[src/rtl/dcu_pkg.sv]
package dcu_pkg;

   // Unlock key and command bit positions (the command bits are decoded by position)
   localparam logic [31:0] DCU_UNLOCK_KEY = 32'hCFACC118;
   localparam int unsigned DCU_KEY_W      = 32;
   localparam int unsigned DCU_BIT_ERASE  = 0;
   localparam int unsigned DCU_BIT_RESET  = 1;

   // Erase order: index 0 main flash, 1 SRAM, 2 lock page (always last)
   localparam int unsigned DCU_N_STEPS    = 3;
   localparam int unsigned DCU_STEP_MAIN  = 0;
   localparam int unsigned DCU_STEP_SRAM  = 1;
   localparam int unsigned DCU_STEP_LOCK  = 2;

   typedef enum logic [1:0] {
      CMD_NONE  = 2'b00,
      CMD_RESET = 2'b01,
      CMD_ERASE = 2'b10,
      CMD_BOTH  = 2'b11
   } dcu_cmd_e;

endpackage

[src/rtl/dcu_reg_decode.sv]
module dcu_reg_decode
   import dcu_pkg::*;
#(
   parameter int unsigned ADDR_W  = 8,
   parameter int unsigned DATA_W  = 32,
   parameter int unsigned CMD_OFS = 0,
   parameter int unsigned KEY_OFS = 4
) (
   input  logic              clk,
   input  logic              rst_n,
   input  logic              wr_en,
   input  logic [ADDR_W-1:0] wr_addr,
   input  logic [DATA_W-1:0] wr_data,
   input  logic              busy,
   output dcu_cmd_e          cmd_accept
);

   localparam logic [ADDR_W-1:0] CMD_A = ADDR_W'(CMD_OFS);
   localparam logic [ADDR_W-1:0] KEY_A = ADDR_W'(KEY_OFS);

   if (DATA_W < DCU_KEY_W) begin : g_chk_w
      $error("dcu_reg_decode: DATA_W must hold the 32-bit key");
   end
   if (CMD_OFS == KEY_OFS) begin : g_chk_ofs
      $error("dcu_reg_decode: register offsets must differ");
   end

   logic hit_cmd;
   logic hit_key;
   logic key_match;
   logic armed_q;

   assign hit_cmd = wr_en && (wr_addr == CMD_A);
   assign hit_key = wr_en && (wr_addr == KEY_A);

   // Wider buses: the upper bits must be zero for a key match
   if (DATA_W == DCU_KEY_W) begin : g_key_exact
      assign key_match = (wr_data == DCU_UNLOCK_KEY);
   end else begin : g_key_wide
      assign key_match = (wr_data[DCU_KEY_W-1:0] == DCU_UNLOCK_KEY)
                      && (wr_data[DATA_W-1:DCU_KEY_W] == '0);
   end

   always_ff @(posedge clk) begin
      if (!rst_n) begin
         armed_q <= 1'b0;
      end else if (hit_key) begin
         armed_q <= key_match;
      end else if (hit_cmd) begin
         armed_q <= 1'b0;
      end
   end

   // Only the two low command bits matter; the rest are reserved
   always_comb begin
      cmd_accept = CMD_NONE;
      if (hit_cmd && armed_q && !busy) begin
         cmd_accept = dcu_cmd_e'({wr_data[DCU_BIT_ERASE], wr_data[DCU_BIT_RESET]});
      end
   end

endmodule

[src/rtl/dcu_erase_seq.sv]
module dcu_erase_seq #(
   parameter int unsigned N_STEPS = 3
) (
   input  logic               clk,
   input  logic               rst_n,
   input  logic               start,
   input  logic [N_STEPS-1:0] step_ack,
   output logic [N_STEPS-1:0] step_req,
   output logic               busy,
   output logic               finish,
   output logic               unlocked
);

   localparam int unsigned IDX_W = (N_STEPS > 1) ? $clog2(N_STEPS) : 1;
   localparam logic [IDX_W-1:0] LAST_IDX = IDX_W'(N_STEPS - 1);

   if (N_STEPS < 1) begin : g_chk_n
      $error("dcu_erase_seq: at least one step is required");
   end

   logic             active_q;
   logic [IDX_W-1:0] idx_q;
   logic             hs;

   for (genvar i = 0; i < N_STEPS; i++) begin : g_req
      assign step_req[i] = active_q && (idx_q == IDX_W'(i));
   end

   assign hs     = |(step_req & step_ack);
   assign finish = hs && (idx_q == LAST_IDX);
   assign busy   = active_q;

   always_ff @(posedge clk) begin
      if (!rst_n) begin
         active_q <= 1'b0;
         idx_q    <= '0;
         unlocked <= 1'b0;
      end else begin
         if (!active_q) begin
            if (start) begin
               active_q <= 1'b1;
               idx_q    <= '0;
            end
         end else if (hs) begin
            if (idx_q == LAST_IDX) begin
               active_q <= 1'b0;
               idx_q    <= '0;
            end else begin
               idx_q <= idx_q + 1'b1;
            end
         end
         if (finish) begin
            unlocked <= 1'b1;
         end
      end
   end

endmodule

[src/rtl/dcu_reset_pulse.sv]
module dcu_reset_pulse (
   input  logic clk,
   input  logic rst_n,
   input  logic fire_now,
   input  logic defer,
   input  logic release_i,
   output logic rst_req
);

   logic pend_q;

   always_ff @(posedge clk) begin
      if (!rst_n) begin
         pend_q  <= 1'b0;
         rst_req <= 1'b0;
      end else begin
         rst_req <= fire_now || (pend_q && release_i);
         if (defer) begin
            pend_q <= 1'b1;
         end else if (release_i) begin
            pend_q <= 1'b0;
         end
      end
   end

endmodule

[src/rtl/dbg_cmd_unit.sv]
module dbg_cmd_unit
   import dcu_pkg::*;
#(
   parameter int unsigned ADDR_W  = 8,
   parameter int unsigned DATA_W  = 32,
   parameter int unsigned CMD_OFS = 0,
   parameter int unsigned KEY_OFS = 4
) (
   input  logic                   clk,
   input  logic                   rst_n,
   input  logic                   wr_en,
   input  logic [ADDR_W-1:0]      wr_addr,
   input  logic [DATA_W-1:0]      wr_data,
   input  logic [DCU_N_STEPS-1:0] step_ack,
   output logic [DCU_N_STEPS-1:0] step_req,
   output logic                   busy,
   output logic                   sys_rst_req,
   output logic                   dbg_unlocked
);

   if (DCU_STEP_LOCK != DCU_N_STEPS - 1) begin : g_chk_order
      $error("dbg_cmd_unit: lock page must be the final step");
   end

   dcu_cmd_e cmd_accept;
   logic     seq_finish;
   logic     go_erase;
   logic     go_reset;

   dcu_reg_decode #(
      .ADDR_W  (ADDR_W),
      .DATA_W  (DATA_W),
      .CMD_OFS (CMD_OFS),
      .KEY_OFS (KEY_OFS)
   ) u_dec (
      .clk        (clk),
      .rst_n      (rst_n),
      .wr_en      (wr_en),
      .wr_addr    (wr_addr),
      .wr_data    (wr_data),
      .busy       (busy),
      .cmd_accept (cmd_accept)
   );

   assign go_erase = (cmd_accept == CMD_ERASE) || (cmd_accept == CMD_BOTH);
   assign go_reset = (cmd_accept == CMD_RESET);

   dcu_erase_seq #(
      .N_STEPS (DCU_N_STEPS)
   ) u_seq (
      .clk      (clk),
      .rst_n    (rst_n),
      .start    (go_erase),
      .step_ack (step_ack),
      .step_req (step_req),
      .busy     (busy),
      .finish   (seq_finish),
      .unlocked (dbg_unlocked)
   );

   dcu_reset_pulse u_rst (
      .clk       (clk),
      .rst_n     (rst_n),
      .fire_now  (go_reset),
      .defer     (cmd_accept == CMD_BOTH),
      .release_i (seq_finish),
      .rst_req   (sys_rst_req)
   );

endmodule

[config.mk]
export PLATFORM = sky130hd
export DESIGN_NAME = dbg_cmd_unit
export DESIGN_NICKNAME = d
export VERILOG_FILES = /design/src/rtl/dcu_pkg.sv /design/src/rtl/dcu_reg_decode.sv /design/src/rtl/dcu_erase_seq.sv /design/src/rtl/dcu_reset_pulse.sv /design/src/rtl/dbg_cmd_unit.sv
export SDC_FILE = /design/constraint.sdc
export NUM_CORES = 1
export LEC_CHECK = 0
export CAP_MARGIN = 20
export CORE_AREA = 2 2 46 48
export DETAILED_ROUTE_END_ITERATION = 7
export DIE_AREA = 0 0 48 50
export PLACE_DENSITY = 0.78
export SLEW_MARGIN = 20
export SYNTH_ARGS = -nofsm -noshare
export SYNTH_HDL_FRONTEND = slang
export SYNTH_SLANG_ARGS = --single-unit
export TNS_END_PERCENT = 5
[constraint.sdc]
create_clock -name clk -period 1.3 [get_ports clk]
set_input_delay 0.26 -clock clk [delete_from_list [all_inputs] [get_ports clk]]
set_output_delay 0.26 -clock clk [all_outputs]
set_load 0.03 [all_outputs]
Word level (Yosys, flattened, before mapping)
Cells that the tools add are included.
{"block": "totals", "wordCells": 48, "output_inout_bits": 6, "input_bits": 46, "register_bits": 7}
{"block": "op_classes", "bitwise": 1, "muxes": 13, "n_addsub": 1, "eq_ne": 8, "n_reduce_logical": 19}
{"op": "$eq A32 B32 Y1 const B", "n": 1}
{"op": "$mux W2", "n": 5}
{"op": "$logic_and A1 B1 Y1", "n": 9}
{"op": "$eq A8 B3 Y1 const B", "n": 1}
{"op": "$logic_not A8 Y1", "n": 1}
{"op": "$mux W1", "n": 8}
{"op": "$eq A2 B2 Y1 const B", "n": 3}
{"op": "$reduce_bool A2 Y1", "n": 3}
{"op": "$eq A2 B1 Y1 const B", "n": 2}
{"op": "$and A3 B3 Y3", "n": 1}
{"op": "$reduce_or A3 Y1", "n": 1}
{"op": "$add A2 B1 Y2 const B", "n": 1}
{"op": "$logic_not A2 Y1", "n": 1}
{"op": "$logic_or A1 B1 Y1", "n": 2}
{"op": "$ne A2 B2 Y1 const B", "n": 1}
{"op": "$reduce_and A2 Y1", "n": 1}
{"op": "$logic_not A1 Y1", "n": 1}

Depth between registers and ports, before layout
Gate-level depths: netlist (run 1).
{"block": "depth", "ltp_word": 9, "depth_mapped": 4, "ltp_nobuf": 3}

Cells and area by module
Synthesis (run 1) repeated with hierarchy kept, for this count alone.
{"block": "unflattened", "hier_cells": 53, "hier_area_um2": 489.2}
{"module": "dcu_reg_decode", "area_per_inst_um2": 214.0, "seq_area_each_um2": 20.0, "instances": 1, "cells_per_inst": 22}
{"module": "dcu_erase_seq", "area_per_inst_um2": 193.9, "seq_area_each_um2": 80.1, "instances": 1, "cells_per_inst": 22}
{"module": "dcu_reset_pulse", "area_per_inst_um2": 65.1, "seq_area_each_um2": 40.0, "instances": 1, "cells_per_inst": 6}
{"module": "dbg_cmd_unit", "area_per_inst_um2": 16.3, "seq_area_each_um2": 0.0, "instances": 1, "cells_per_inst": 3}

Least setup slack after synthesis (run 1)
No wires, ideal clock.
{"block": "synth_timing", "kind": "reg-to-output", "from": "register u_seq.active_q, in the netlist u_seq.busy", "to": "output step_req[0]", "path_stages_with_launch": 3, "arrival_ps": 1172, "n_path_buf": 0, "path_slack_ps": -132, "required_ps": 1040, "path_cell_list": "dfxtp_1 -> nor2b_1 -> and2_1"}
{"block": "synth_via", "elab_chain_len": 1}
{"item": "start: declaration", "line": "dcu_erase_seq.sv:21", "text": "logic active_q;"}
{"item": "start signal: assignment", "line": "dcu_erase_seq.sv:35", "text": "active_q <= 1'b0;"}
{"item": "start signal: assignment", "line": "dcu_erase_seq.sv:41", "text": "active_q <= 1'b1;"}
{"item": "start signal: assignment", "line": "dcu_erase_seq.sv:46", "text": "active_q <= 1'b0;"}
{"item": "$logic_and A1 B1 Y1", "line": "dcu_erase_seq.sv:26", "text": "assign step_req[i] = active_q && (idx_q == IDX_W'(i));"}
{"item": "end: declaration", "line": "dbg_cmd_unit.sv:15", "text": "output logic [DCU_N_STEPS-1:0] step_req,"}
Every way passes these cells.

Worst setup path in the final report (run 1)
{"block": "layout_timing", "from": "register u_seq.active_q, in the netlist u_seq.busy", "to": "output step_req[1]"}
The elaborated chain is that of the path after synthesis.

==> results.py, run 1 <==
metrics = {
    "sta": {
        "setup_viol": 2,
        "tightestPinTransition_ps": 297,
        "drv_slew": 0,
        "timing.fmax_mhz": 751,
        "rsz0062_at_grt": "yes",
        "setup_tns_ps": -57.9,
        "timing.hold.ws_ps": 440,
        "final-hold-violation-count": 0,
        "fin_crit_ps": 1330,
        "skew_ps": 9.76,
        "worst_slack_ps": -31.5,
        "fin_crit_sh_pct": 102,
        "maxSlewHeadroom_pct": 80.1,
    },
    "drt": {
        "drt-initial-drc-count": 0,
        "drc_errors": 0,
        "drtPass1Iterations": 1,
        "drt_wl_total_um": 1700,
        "vias": 692,
        "vias_per_cell": 4.87,
        "wl_per_cell_um": 11.9,
        "antenna_left": 0,
    },
    "yosys": {
        "synth-seq-cells": 7,
        "synth_top_area_share_pct": 27.7,
        "synth_compound_area_share_pct": 16.3,
        "synthTopCellsByCount": "7 x dfxtp_1, 6 x nand2_1, 6 x nor4bb_1",
        "synth_top_family_by_area": "simple AND/OR/NAND/NOR gates",
        "synthMuxAreaShare_pct": 0,
        "yosysMostFrequentCell": "dfxtp_1",
        "synth_xor_area_share_pct": 0,
        "synth_fp_nets": 98,
        "synth-simple-area-share_pct": 53.8,
        "synth_area_sq_um": 507,
        "ys_types": 26,
        "synthAdderAreaFrac_pct": 0,
        "synth_area_leader_cell": "dfxtp_1",
        "synth-edff-count": 0,
        "avgSynthCellArea_sq_um": 9.74,
        "synthTopCellsByArea": "dfxtp_1 28%, nor4bb_1 12%, and4b_1 5.9%",
        "yosysSeqAreaShare_pct": 27.7,
        "ys.flop_type": "dfxtp_1",
        "syn_inst": 52,
        "async_flop_share_pct": 0,
        "ys_warn_count": 0,
    },
    "cells_and_area": {
        "fillers": 168,
        "instances_no_fill": 142,
        "drive_gt1_share_pct": 26.1,
        "final_nets": 162,
        "areaGrowthSynthToFinish_pct": 131,
        "antennaDiodeCount": 0,
    },
    "clocking": {
        "cts_buffer_depth": 2,
        "insertion_delay_ps": 270,
        "cts_buffers": 3,
        "cts_tree": "done",
        "htreeDepth": 1,
        "clock-sinks": 7,
        "cts_root_buf": "clkbuf_4",
        "clkTransAtPathRegs_ps": 60,
    },
    "setup_path": {
        "cp.required_ps": 1040,
        "r2r_start": "u_seq.busy$_SDFF_PN0_",
        "setup.worst_path.start_class": "flop",
        "startpoint": "u_seq.busy$_SDFF_PN0_",
        "cp-end-kind": "output port",
        "r2r_cells": 4,
        "critical_path_class": "flop to output port",
        "arrival_ps": 1070,
        "path_max_fanout": 8,
    },
    "floorplan": {
        "dieWidth_um": 48,
        "core_area_sq_um": 1900,
        "row_count": 16,
        "die_area_sq_um": 2400,
        "start_util_pct": 26.6,
        "die_h_um": 50,
        "ioPinCount": 52,
    },
    "pwr": {
        "irDropWorstVdd_v": 0.000298,
        "combPwrFrac_pct": 29.1,
        "p_sw_share_pct": 22.4,
        "pwr-share-seq_pct": 35.0,
        "p_leak_uw": 0.000498,
        "switchingPower_uw": 134,
        "p_per_area_nw_per_um2": 513,
        "pwr-share-clk_pct": 35.9,
        "p_int_uw": 466,
    },
    "grt": {
        "grt_pass1_wl_um": 2820,
        "grt_use_met1_pct": 15.5,
        "use_met3_pct": 8.79,
        "grt_start_max_net_pins": 10,
        "met2_usage_pct": 28.7,
        "grt_overflow": 0,
        "grt_use_total_pct": 16.6,
        "grt_pass1_vias": 760,
        "antenna_found_initial": 0,
        "top_usage_layer": "met2",
    },
    "place": {
        "port_buffers": 51,
        "numPlacedInstances": 134,
        "hpwl_um": 1390,
        "gp_congestion": 0.692,
    },
    "worst_hold_path": {
        "whs_path_depth": 2,
        "hold_class": "flop to flop",
        "holdCritStartpoint": "u_rst.pend_q$_SDFFE_PN0P_",
    },
    "job": {
        "cap_violations": 0,
    },
    "run_status": {
        "outcome": "finished with violations",
        "violations": "negative setup slack",
    },
}
==> metal layers <==
layer	part of all wire, %	vias to the layer above
met1	34	306
met3	10	5
li1	-	341
met4	1.8	0
met2	54	40
met5	0	-
==> worst max-delay path: stages, from the launching register on <==
cell and delay [ps]:
dfxtp_4 380, nor2b_4 160, and2_4 150, buf_6 120
==> what timing repair did <==
action / 4_1_cts / 5_1_grt
hold buffers: 0 / 0
endpoints found under the setup margin: 9 / 9
resized for setup: 11 / 12
buffers inserted: 0 / 4
pin swaps: 1 / 4
==> layout by cell type (no fill, tap or decap), types with 2 or more instances in the layout <==
master / count
clkdlybuf4s50_1: 38
buf_4: 11
nand2_1: 6
nor4bb_1: 5
dlymetal6s2s_1: 5
dlygate4sd2_1: 4
dfxtp_1: 4
and4b_1: 3
nand4_1: 3
clkbuf_4: 3
a31oi_1: 2
nand3_1: 2
nand4b_1: 2
a21boi_1: 2
and2_4: 2
buf_6: 2
dfxtp_4: 2
==> power by group through the flow <==
stage | combinational [uW] | sequential, uW | clock [uW]
2_1_floorplan | 25.0 | 219 | 0
3_3_place_gp | 172 | 219 | 0
3_5_place_dp | 175 | 219 | 0
4_1_cts | 173 | 212 | 207
5_1_grt | 186 | 210 | 235
6_report | 175 | 210 | 215
==> metrics by stage <==
stage | instance area [sq um] | worst slack, ps | util, % | total power (uW)
5_1_grt | 1170 | -75.6 | 61.5 | 631
3_5_place_dp | 1070 | -310 | 56.4 | 394
4_1_cts | 1110 | -50.2 | 58.5 | 593
6_report | 1170 | -31.5 | 61.5 | 600
2_1_floorplan | 508 | 11.1 | - | 244
3_3_place_gp | 1070 | -274 | 56.4 | 391
==> sequential cells by signal, indices dropped and copies added, names as in the netlist <==
register / count
u_dec.armed_q: 1
u_rst.rst_req: 1
u_seq.busy: 1
u_seq.unlocked: 1
u_seq.idx_q: 2
u_rst.pend_q: 1
==> final timing paths <==
path,to,slack [ps]
setup / recovery,step_req[1],-30
hold / removal,u_rst.rst_req$_SDFF_PN0_,440
setup reg to reg,u_seq.idx_q[0]$_SDFFE_PN0P_,60
hold reg to reg,u_rst.rst_req$_SDFF_PN0_,440
==> cell families after synthesis <==
family,Yosys count
AND/OR/NAND/NOR,33
AO/OA/AOI/OAI,10
flip-flops,7
buffers and inverters,2
==> final cells by class <==
cell class              instances  area (sq um)  share of cell area, %
repair buffers                 60           583                   49.8
multi-input cells              43           374                   32.0
flip-flops and latches          7           149                   12.7
well taps                      27          33.8                   2.89
clock buffers                   4          26.3                   2.25
inverters                       1          3.75                  0.321
Power figures use the tool's default switching activity.
==> inputs of run 2 (changes only) <==
GPL_ROUTABILITY_DRIVEN = 0   (was unset)
==> results of run 2 <==
Final layout, timing and power as in run 1 (identical DEF).
==> inputs of run 3 (changes only) <==
MAX_ROUTING_LAYER = met4   (was unset)
==> results.py, run 3 (synthesis gave the netlist of run 1 again) <==
metrics = {
    "sta": {
        "timing.fmax_mhz": 751,
        "drv_slew": 0,
        "maxSlewHeadroom_pct": 80.1,
        "setup_viol": 2,
        "skew_ps": 9.56,
        "rsz0062_at_grt": "yes",
        "worst_slack_ps": -31.5,
        "fin_crit_ps": 1330,
        "tightestPinTransition_ps": 297,
        "fin_crit_sh_pct": 102,
        "final-hold-violation-count": 0,
    },
    "cells_and_area": {
        "mostFrequentLayoutCell": "clkdlybuf4s50_1",
        "fillers": 168,
        "largest_register_ffs": 2,
        "final_util_pct": 61.5,
        "final_nets": 162,
        "top_register": "u_seq.idx_q",
        "antennaDiodeCount": 0,
        "layout_common_cells": "38 x clkdlybuf4s50_1, 11 x buf_4, 6 x nand2_1",
        "drive_gt1_share_pct": 26.1,
        "finish.instance_area_sq_um": 1170,
        "areaGrowthSynthToFinish_pct": 131,
    },
    "pwr": {
        "pwr-share-clk_pct": 35.9,
        "switchingPower_uw": 134,
        "irDropWorstVdd_v": 0.000297,
        "pwr-share-seq_pct": 35.1,
        "combPwrFrac_pct": 29.1,
        "p_leak_uw": 0.000498,
        "p_sw_share_pct": 22.3,
        "p_per_area_nw_per_um2": 513,
        "p_int_uw": 466,
    },
    "grt": {
        "grt_pass1_vias": 759,
        "grt_use_total_pct": 17.0,
        "grt_start_max_net_pins": 10,
        "grt_overflow": 0,
        "antenna_found_initial": 0,
        "grt_pass1_wl_um": 2820,
    },
    "setup_path": {
        "slowest_delay_ps": 380,
        "arrival_ps": 1070,
        "path_max_fanout": 8,
        "cp-end-kind": "output port",
        "slowest_stage": "dfxtp_4",
        "setup.worst_path.start_class": "flop",
        "worstPathCellList": "nor2b_4, and2_4, buf_6",
        "cp.required_ps": 1040,
        "critical_path_class": "flop to output port",
    },
    "clocking": {
        "cts_tree": "done",
        "cts_hold_buf": 0,
        "cts_buffers": 3,
        "cts_root_buf": "clkbuf_4",
        "clock-sinks": 7,
        "cts_buffer_depth": 2,
        "clkTransAtPathRegs_ps": 60,
        "htreeDepth": 1,
        "insertion_delay_ps": 270,
    },
    "worst_hold_path": {
        "hold_class": "flop to flop",
    },
    "floorplan": {
        "start_util_pct": 26.6,
        "die_h_um": 50,
        "core_area_sq_um": 1900,
        "row_count": 16,
        "die_area_sq_um": 2400,
        "dieWidth_um": 48,
        "ioPinCount": 52,
    },
    "run_status": {
        "violations": "negative setup slack",
        "outcome": "finished with violations",
    },
    "drt": {
        "drc_errors": 0,
        "drt_wl_total_um": 1690,
        "vias": 693,
        "vias_per_cell": 4.88,
        "wl_per_cell_um": 11.9,
        "drt-initial-drc-count": 0,
        "antenna_left": 0,
        "drtPass1Iterations": 1,
    },
    "place": {
        "placed_cell_area_sq_um": 1070,
        "port_buffers": 51,
        "hpwl_um": 1390,
    },
    "job": {
        "cap_violations": 0,
    },
}
-- run 3: cell counts in the layout (fill, tap and decap cells not counted) --
No cell type changed its count.
-- run 3: timing repair --
item,CTS,global route
buffers inserted,0,4
resized for setup,11,12
endpoints found under the setup margin,9,9
pin swaps,1,4
-- run 3: final cells by class --
class,count,area [sq um],share of cell area (%)
timing repair buffer,60,583,49.8
multi-input combinational,43,374,32.0
sequential,7,149,12.7
tap,27,33.8,2.89
clock buffer,4,26.3,2.25
inverter,1,3.75,0.321
-- run 3: power groups by stage --
| stage | logic, uW | clock network, uW | registers (uW) |
|---|---|---|---|
| global placement | 172 | 0 | 219 |
| CTS | 173 | 207 | 212 |
| detailed placement | 175 | 0 | 219 |
| global route | 186 | 235 | 210 |
| floorplan | 25.0 | 0 | 219 |
| finish | 174 | 215 | 210 |
-- run 3: per-stage QoR --
step                      power, uW  TNS (ps)  hold WS [ps]  setup slack (ps)  cells
after floorplan                 244         0           421              11.1     52
after global placement          391     -1510           451              -274    134
after detailed placement        394     -1650           457              -310    134
after CTS                       593      -123           455             -50.2    138
after global routing            631      -184           488             -75.6    142
final                           600     -57.9           440             -31.5    142
-- run 3: worst paths after layout --
path / start / to / slack [ps] / cells past startpoint
max: u_seq.busy$_SDFF_PN0_ / step_req[1] / -30 / 3
min: u_rst.pend_q$_SDFFE_PN0P_ / u_rst.rst_req$_SDFF_PN0_ / 440 / 2
min reg2reg: u_rst.pend_q$_SDFFE_PN0P_ / u_rst.rst_req$_SDFF_PN0_ / 440 / 2
max reg2reg: u_seq.busy$_SDFF_PN0_ / u_seq.idx_q[0]$_SDFFE_PN0P_ / 60 / 4
-- run 3: metal layers --
layer  up-vias  wire length [um]  track usage, %
met1       307               603            16.9
met2        39               912            28.7
met5         -                 0               -
met3         6               136            6.59
met4         0                34            6.31
li1        341                 -               -
-- run 3: critical path, delay by kind of cell (launching register included) --
kind | cells | cell delay, ps
buffers and inverters | 1 | 120
flip-flops | 1 | 380
AND/OR/NAND/NOR | 2 | 310
